### src/rtl/pkdot_pkg.sv
// Package: shared state encoding for the packed dot-product engine.
// Assumes nothing beyond being compiled before the modules that import it.
package pkdot_pkg;

    // Sequencer states: idle, consuming words, draining the product stage, combining.
    typedef enum logic [1:0] {
        ST_IDLE  = 2'd0,
        ST_RUN   = 2'd1,
        ST_DRAIN = 2'd2,
        ST_COMB  = 2'd3
    } pk_state_e;

endpackage

### src/rtl/pkdot_ctrl.sv
// Module: pkdot_ctrl
// Sequencer for one dot-product job. Accepts start only when idle, latches the
// pair count and the overflow mode, counts accepted words down to zero, then
// waits one cycle for the product register and one cycle to combine.
// Assumes: start and in_valid are synchronous to clk.
module pkdot_ctrl
    import pkdot_pkg::*;
#(
    parameter int CNT_W = 16
) (
    input  logic             clk,
    input  logic             rst_n,
    input  logic             start,
    input  logic [CNT_W-1:0] pair_count,
    input  logic             sat_mode,
    input  logic             in_valid,
    output logic             take,
    output logic             clear,
    output logic             fire,
    output logic             busy,
    output logic             sat_q
);

    pk_state_e        state;
    logic [CNT_W-1:0] left_q;

    // Purpose: advance the job state, the remaining-pair count and the latched mode.
    always_ff @(posedge clk) begin
        if (!rst_n) begin
            state  <= ST_IDLE;
            left_q <= '0;
            sat_q  <= 1'b0;
        end else begin
            unique case (state)
                ST_IDLE: begin
                    if (start) begin
                        sat_q  <= sat_mode;
                        left_q <= pair_count;
                        state  <= (pair_count == '0) ? ST_DRAIN : ST_RUN;
                    end
                end
                ST_RUN: begin
                    if (in_valid) begin
                        left_q <= left_q - 1'b1;
                        if (left_q == CNT_W'(1)) begin
                            state <= ST_DRAIN;
                        end
                    end
                end
                ST_DRAIN: state <= ST_COMB;
                ST_COMB:  state <= ST_IDLE;
                default:  state <= ST_IDLE;
            endcase
        end
    end

    // Purpose: decode the per-cycle strobes for the datapath.
    always_comb begin
        take  = (state == ST_RUN) && in_valid;
        clear = (state == ST_IDLE) && start;
        fire  = (state == ST_COMB);
        busy  = (state != ST_IDLE);
    end

endmodule

### src/rtl/pkdot_lane_mul.sv
// Module: pkdot_lane_mul
// A row of signed halfword multipliers, one per packed lane, registered once.
// Lane l takes bits [l*HALF_W +: HALF_W] of both operand words.
// Assumes: the operands are valid whenever take is high.
module pkdot_lane_mul #(
    parameter int HALF_W = 16,
    parameter int LANES  = 2,
    localparam int WORD_W = LANES * HALF_W,
    localparam int PROD_W = 2 * HALF_W
) (
    input  logic                         clk,
    input  logic                         rst_n,
    input  logic                         take,
    input  logic [WORD_W-1:0]            coef_word,
    input  logic [WORD_W-1:0]            data_word,
    output logic [LANES-1:0][PROD_W-1:0] prod_q,
    output logic                         prod_vld
);

    for (genvar l = 0; l < LANES; l++) begin : g_lane
        logic signed [HALF_W-1:0] op_c;
        logic signed [HALF_W-1:0] op_d;
        logic signed [PROD_W-1:0] prod_c;

        // Purpose: split the lane's halfwords and form the full-width signed product.
        always_comb begin
            op_c   = coef_word[l*HALF_W +: HALF_W];
            op_d   = data_word[l*HALF_W +: HALF_W];
            prod_c = op_c * op_d;
        end

        // Purpose: register the lane product when a word pair is accepted.
        always_ff @(posedge clk) begin
            if (!rst_n) begin
                prod_q[l] <= '0;
            end else if (take) begin
                prod_q[l] <= prod_c;
            end
        end
    end

    // Purpose: mark which register contents are fresh products.
    always_ff @(posedge clk) begin
        if (!rst_n) begin
            prod_vld <= 1'b0;
        end else begin
            prod_vld <= take;
        end
    end

endmodule

### src/rtl/pkdot_accum.sv
// Module: pkdot_accum
// One extended-precision accumulator. It adds a sign-extended product each
// valid cycle and either wraps or clamps at the signed ACC_W range.
// Assumes: ACC_W > PROD_W, and clear has priority over add_en.
module pkdot_accum #(
    parameter int PROD_W = 32,
    parameter int ACC_W  = 40
) (
    input  logic                     clk,
    input  logic                     rst_n,
    input  logic                     clear,
    input  logic                     add_en,
    input  logic                     sat_en,
    input  logic signed [PROD_W-1:0] prod,
    output logic signed [ACC_W-1:0]  acc_q
);

    localparam logic signed [ACC_W-1:0] ACC_MAX = {1'b0, {(ACC_W-1){1'b1}}};
    localparam logic signed [ACC_W-1:0] ACC_MIN = {1'b1, {(ACC_W-1){1'b0}}};

    logic signed [ACC_W:0]   sum_ext;
    logic signed [ACC_W-1:0] acc_next;

    // Purpose: one-bit-wider sum, then wrap or clamp by mode.
    always_comb begin
        sum_ext = acc_q + prod;
        if (sat_en && (sum_ext[ACC_W] != sum_ext[ACC_W-1])) begin
            acc_next = sum_ext[ACC_W] ? ACC_MIN : ACC_MAX;
        end else begin
            acc_next = sum_ext[ACC_W-1:0];
        end
    end

    // Purpose: clear on job start, otherwise accumulate fresh products.
    always_ff @(posedge clk) begin
        if (!rst_n) begin
            acc_q <= '0;
        end else if (clear) begin
            acc_q <= '0;
        end else if (add_en) begin
            acc_q <= acc_next;
        end
    end

endmodule

### src/rtl/pkdot_combine.sv
// Module: pkdot_combine
// Final step: adds the even and odd accumulators (with the same wrap or clamp
// rule), registers the low OUT_W bits and pulses done.
// Assumes: fire is high for one cycle per job.
module pkdot_combine #(
    parameter int ACC_W = 40,
    parameter int OUT_W = 16
) (
    input  logic                    clk,
    input  logic                    rst_n,
    input  logic                    fire,
    input  logic                    sat_en,
    input  logic signed [ACC_W-1:0] acc_even,
    input  logic signed [ACC_W-1:0] acc_odd,
    output logic [OUT_W-1:0]        result_q,
    output logic                    done_q
);

    localparam logic signed [ACC_W-1:0] ACC_MAX = {1'b0, {(ACC_W-1){1'b1}}};
    localparam logic signed [ACC_W-1:0] ACC_MIN = {1'b1, {(ACC_W-1){1'b0}}};

    logic signed [ACC_W:0]   total_ext;
    logic signed [ACC_W-1:0] total;

    // Purpose: sum both lanes and apply the job's overflow rule.
    always_comb begin
        total_ext = acc_even + acc_odd;
        if (sat_en && (total_ext[ACC_W] != total_ext[ACC_W-1])) begin
            total = total_ext[ACC_W] ? ACC_MIN : ACC_MAX;
        end else begin
            total = total_ext[ACC_W-1:0];
        end
    end

    // Purpose: capture the output word and raise done for one cycle.
    always_ff @(posedge clk) begin
        if (!rst_n) begin
            result_q <= '0;
            done_q   <= 1'b0;
        end else begin
            done_q <= fire;
            if (fire) begin
                result_q <= total[OUT_W-1:0];
            end
        end
    end

endmodule

### src/rtl/pkdot_engine.sv
// Module: pkdot_engine (top)
// Two-lane packed dot-product engine: a sequencer, a registered lane multiplier
// row, one accumulator per lane (even = low half, odd = high half) and a final
// combine stage.
// Assumes: the word source holds coef_word/data_word steady while in_valid is high.
module pkdot_engine #(
    parameter int HALF_W = 16,
    parameter int ACC_W  = 40,
    parameter int CNT_W  = 16,
    localparam int LANES  = 2,
    localparam int WORD_W = LANES * HALF_W,
    localparam int PROD_W = 2 * HALF_W
) (
    input  logic              clk,
    input  logic              rst_n,
    input  logic              start,
    input  logic [CNT_W-1:0]  pair_count,
    input  logic              sat_mode,
    input  logic              in_valid,
    input  logic [WORD_W-1:0] coef_word,
    input  logic [WORD_W-1:0] data_word,
    output logic              busy,
    output logic [HALF_W-1:0] result,
    output logic              done
);

    logic                          take;
    logic                          clear;
    logic                          fire;
    logic                          sat_q;
    logic [LANES-1:0][PROD_W-1:0]  prod_q;
    logic                          prod_vld;
    logic [LANES-1:0][ACC_W-1:0]   acc_q;

    pkdot_ctrl #(
        .CNT_W (CNT_W)
    ) u_ctrl (
        .clk        (clk),
        .rst_n      (rst_n),
        .start      (start),
        .pair_count (pair_count),
        .sat_mode   (sat_mode),
        .in_valid   (in_valid),
        .take       (take),
        .clear      (clear),
        .fire       (fire),
        .busy       (busy),
        .sat_q      (sat_q)
    );

    pkdot_lane_mul #(
        .HALF_W (HALF_W),
        .LANES  (LANES)
    ) u_mul (
        .clk       (clk),
        .rst_n     (rst_n),
        .take      (take),
        .coef_word (coef_word),
        .data_word (data_word),
        .prod_q    (prod_q),
        .prod_vld  (prod_vld)
    );

    for (genvar l = 0; l < LANES; l++) begin : g_acc
        logic signed [ACC_W-1:0] acc_l;

        pkdot_accum #(
            .PROD_W (PROD_W),
            .ACC_W  (ACC_W)
        ) u_acc (
            .clk    (clk),
            .rst_n  (rst_n),
            .clear  (clear),
            .add_en (prod_vld),
            .sat_en (sat_q),
            .prod   (prod_q[l]),
            .acc_q  (acc_l)
        );

        // Purpose: gather the lane accumulators into one array.
        always_comb acc_q[l] = acc_l;
    end

    pkdot_combine #(
        .ACC_W (ACC_W),
        .OUT_W (HALF_W)
    ) u_comb (
        .clk      (clk),
        .rst_n    (rst_n),
        .fire     (fire),
        .sat_en   (sat_q),
        .acc_even (acc_q[0]),
        .acc_odd  (acc_q[1]),
        .result_q (result),
        .done_q   (done)
    );

endmodule

### config.mk
export PLATFORM = sky130hd
export DESIGN_NAME = pkdot_engine
export DESIGN_NICKNAME = d
export VERILOG_FILES = /design/src/rtl/pkdot_pkg.sv /design/src/rtl/pkdot_ctrl.sv /design/src/rtl/pkdot_lane_mul.sv /design/src/rtl/pkdot_accum.sv /design/src/rtl/pkdot_combine.sv /design/src/rtl/pkdot_engine.sv
export SDC_FILE = /design/constraint.sdc
export NUM_CORES = 2
export LEC_CHECK = 0
export BUFFER_PORTS_ARGS = -buffer_cell sky130_fd_sc_hd__buf_2
export CORE_MARGIN = 2
export CORE_UTILIZATION = 25
export DETAILED_ROUTE_END_ITERATION = 16
export PLACE_DENSITY = 0.4
export SETUP_SLACK_MARGIN = 0.05
export SLEW_MARGIN = 0
export SYNTH_ARGS = -nofsm -noshare
export SYNTH_HDL_FRONTEND = slang
export SYNTH_SLANG_ARGS = --single-unit
### constraint.sdc
create_clock -name clk -period 15.91 [get_ports clk]
set_clock_uncertainty 0.1 [all_clocks]
set_input_delay 2.3865 -clock clk [delete_from_list [all_inputs] [get_ports clk]]
set_output_delay 2.3865 -clock clk [all_outputs]
set_load 0.1 [all_outputs]
==> run summary <==
The CTS clock-pin slew for the worst setup and hold paths came out at 0.07 ns. In this run the worst hold path is classified as flop to flop. The detailed-route DRC error count came out at 0. The count of hold buffers inserted by post-cts repair is 0. The count of cells in the finished layout, fillers not included, comes to 5516. On the worst path, the slowest cell contributes a delay of 0.57 ns. The starting density of the core is 25.12%. The register-to-register setup slack came out at 11.09 ns. Walking the worst path, the cells encountered are buf_2, nand2_1, fa_1, fa_1, fa_1, fa_1, inv_1, fa_1, fa_1, ha_1, a21o_1, a21o_1, a211oi_1, o21bai_1, a31oi_1, o21ai_0, a311oi_1, xnor2_1, o21ai_0, and2_1.

The pin count of the biggest net entering global routing came out at 90. The die covers 0.1325 mm^2. TritonCTS built the clock tree.

In this run the clock root is driven by a clkbuf_16. After the last flow step, the layout net total stands at 4657. The initial antenna violation count is 12.

Among cell families on the critical path, the largest total delay comes from adder cells. Dividing total power by cell area gives a power density of 228.6 mW/mm^2. The first-pass iteration count of the detailed router is 5. The source-to-sink clock delay at the later pin of the worst-skew pair came out at 0.50 ns. The total count of hold-check failures in the final report came out at 0. The endpoint identified for the worst register-to-register timing path is g_acc[0].u_acc.acc_q[1]$_SDFFE_PP0P_.

The flow ran to the end, and the final reports show no timing, DRC or antenna violations. Across the run, the number of max-cap violations was 0. For this design the total switching power over the nets is 4.245 mW. The level count of the clock H-tree is 4. The setup total negative slack is 0 ns. The TritonCTS sink count came out at 181. The relative contribution of the clock network to total power is 5.8%. The highest ir drop seen on vdd came out at 0.0002338 V. The share of total power dissipated in combinational logic is 87.2%. The slowest stage of the critical path belongs to the cell fa_1. The sort of element at the end of the critical path is a flop. The number of synthesis warnings came out at 0. For this run, the top clock speed supported by timing is 118.0 MHz. The site row count is 132. For this design the top-level I/O count stands at 103.

Summed over all nets, the half-perimeter wirelength after detailed placement is 75390 um. Setup repair after global routing left no endpoint under its margin. The congestion estimate from routability-driven global placement came to 0.8062.

The element type at the critical path start is a primary input. After detailed routing, the total wire length is 91010 um. The cell that appears most often on the critical path is fa_1.

Cells with a size suffix above 1 make up 5.971% of the layout. The static leakage power is 16.85 nW. Headroom to the max-slew limit came out at 37.01%. The residual overflow from global routing is 0.

The number of port buffers came out at 102. The vertical extent of the die is 364.0 um. Summed over all instances, the cell type with the most area after synthesis is fa_1.

The total of fill cells in the finished design came out at 14100. The number of post-CTS setup repair buffers is 0. The smallest clock period supported by the final layout is computed as 8.475 ns. The number of unique standard cell types used by synthesis is 95.

Using the TritonRoute via totals, the vias-per-cell ratio works out to 4.530. The launch point of the critical path is data_word[1]. The critical-path maximum fanout came out at 16.

The number of buffers created by CTS came out at 17. After synthesis, flip-flops and latches occupy 11.18% of the total area. For the worst setup path, the data required time is 16.20 ns. The synthesized design devotes to its leading area cell type 32.57% of total area.

In this run switching power makes up 52.72% of total power. Ranked by total cell area, the synthesized netlist is headed by fa_1 (33%), ha_1 (11%), dfxtp_1 (11%). The total of cells resized after clock tree synthesis came out at 0. The number of buffers on the longest clock path came out at 2. The wire length of the first global-routing pass is 147900 um. The number of enable flip-flop cells after synthesis came out at 0. By startpoint and endpoint, the worst setup path is classified as primary input to flop. The x dimension of the die came out at 364.0 um. The share of flip-flops with an asynchronous set or reset after synthesis came out at 0%.

The routed via count is 24990. The post-synthesis instance area is 0.03240 mm^2. The starting DRC count in detailed routing came out at 1155. The post-synth net total came out at 4666. In the synthesized netlist the dominant register cell turns out to be dfxtp_1. In this run the mean area of a mapped cell was 8.607 um^2.

The most critical setup path has its endpoint at u_mul.prod_q[26]$_SDFFE_PN0P_. Per report_power, the sequential group accounts for 7.0% of the total. The count of nets left with antenna violations once routing finished came out at 0. Relative to the synthesized area, the layout overhead comes to 8.736%. The number of cells on the critical path is 20. The pin slew with the least headroom to its limit came out at 0.9449 ns. The depth of the worst register-to-register path is 12. The setup-violating endpoint count in the final report came out at 0. The final count of pins violating max slew came out at 0. In this run, placement finished with an instance count of 5478.

The via count of the first global-routing pass is 26110. The final design utilization came out at 27.31%. The number of buffers and inverters on the critical path came out at 2. The average detailed-routed wire length per instance is 16.50 um.

The internal cell power is 3.808 mW. The arrival time of the worst setup path came out at 8.76 ns. The total global-route track usage is 14.14%. The worst hold path was traced through 2 stages. The post-route clock period utilization is 53.27%. The placeable core region is 0.1290 mm^2. The number of standard cells after synthesis came out at 3764. The worst flop-to-flop path startpoint is u_mul.prod_q[31]$_SDFFE_PN0P_. The total of flip-flops plus latches after synthesis is 181.
logic make-up (layout without fill, tap and decap cells):
kind of cell,count (synthesis),count (layout),share of synthesized area (%)
fa+ha+maj,817,817,43.77
xor+xnor,136,136,3.677
other cells,0,6,0
buf+inv,761,765,9.018
simple gates,1102,1102,16.80
flops,181,181,11.18
mux,12,12,0.3785
compound gates,755,755,15.17
cells in the final DEF, fill, tap and decap left out, types with 40 or more instances in the layout:
cell type	count
inv_1	619
o21ai_0	209
a21o_1	90
nand3_1	53
and2_1	292
xor2_1	40
nor2_1	111
ha_1	290
fa_1	527
buf_2	101
dfxtp_1	180
xnor2_1	96
nand2_1	451
a21oi_1	200
state kept, by name, indices dropped and copies added, names as in the netlist:
name / cells
u_ctrl.state: 2
g_acc.u_acc.acc_q: 80
u_mul.prod_vld: 1
u_ctrl.sat_q: 1
u_mul.prod_q: 64
u_comb.result_q: 16
u_ctrl.left_q: 16
u_comb.done_q: 1
cells in the mapped netlist (all sizes together) (53+ instances only):
cell,count
a21o,90
nor2,113
xnor2,96
nand3,53
ha,290
clkbuf,118
fa,527
and2,294
a21oi,228
nand2,452
o21ai,217
inv,619
dfxtp,181
metrics by stage:
| stage | setup WS, ns | total power, mW | cell area (um^2) | hold WS, ns |
|---|---|---|---|---|
| after floorplan | 7.671 | 6.115 | 32400 | 0.3377 |
| after global placement | 6.942 | 7.740 | 34600 | 0.3634 |
| after detailed placement | 6.897 | 7.718 | 34600 | 0.3661 |
| after CTS | 7.442 | 8.227 | 35210 | 0.3764 |
| after global routing | 6.981 | 9.237 | 35220 | 0.4014 |
| final | 7.435 | 8.053 | 35230 | 0.3706 |
area by class of cell:
type | count | area [um^2] | share of cell area, %
Antenna cell | 6 | 15.01 | 0.04262
Clock buffer | 18 | 429.2 | 1.218
Clock inverter | 14 | 186.4 | 0.5292
Inverter | 620 | 2327 | 6.607
Multi-Input combinational cell | 2822 | 25870 | 73.44
Sequential cell | 181 | 3625 | 10.29
Tap cell | 1742 | 2180 | 6.187
Timing Repair Buffer | 113 | 595.6 | 1.691
how the worst min path moves through the flow:
stage / start / to / slack, ns
after floorplan: u_mul.prod_q[60]$_SDFFE_PN0P_ / u_mul.prod_q[60]$_SDFFE_PN0P_ / 0.34
after global placement: u_mul.prod_q[3]$_SDFFE_PN0P_ / u_mul.prod_q[3]$_SDFFE_PN0P_ / 0.36
after detailed placement: u_mul.prod_q[45]$_SDFFE_PN0P_ / u_mul.prod_q[45]$_SDFFE_PN0P_ / 0.37
after CTS: u_mul.prod_q[45]$_SDFFE_PN0P_ / u_mul.prod_q[45]$_SDFFE_PN0P_ / 0.38
after global routing: u_mul.prod_q[53]$_SDFFE_PN0P_ / u_mul.prod_q[53]$_SDFFE_PN0P_ / 0.40
final: u_mul.prod_q[45]$_SDFFE_PN0P_ / u_mul.prod_q[45]$_SDFFE_PN0P_ / 0.37
power by group through the flow:
| stage | registers (mW) | clock network, mW | logic [mW] |
|---|---|---|---|
| floorplan | 0.553 | 0 | 5.56 |
| global placement | 0.576 | 0 | 7.16 |
| detailed placement | 0.576 | 0 | 7.14 |
| CTS | 0.565 | 0.484 | 7.18 |
| global route | 0.571 | 0.500 | 8.17 |
| finish | 0.563 | 0.467 | 7.02 |
routing by layer:
| layer | wire [um] | vias to the layer above | part of all wire [%] | track usage [%] |
|---|---|---|---|---|
| met1 | 45060 | 12480 | 50 | 20.12 |
| met2 | 42360 | 267 | 47 | 23.15 |
| met3 | 2177 | 67 | 2.4 | 1.407 |
| li1 | - | 12160 | - | - |
| met5 | 46 | - | 0.051 | 0 |
| met4 | 1356 | 10 | 1.5 | 2.945 |
tightest hold or removal path: cells and delay by family (launching register included):
family	cells	cell delay [ns]
AOI/OAI and AO/OA	1	0.06
DFF	1	0.32
and+or+nand+nor	1	0.05
Power figures use the tool's default switching activity.
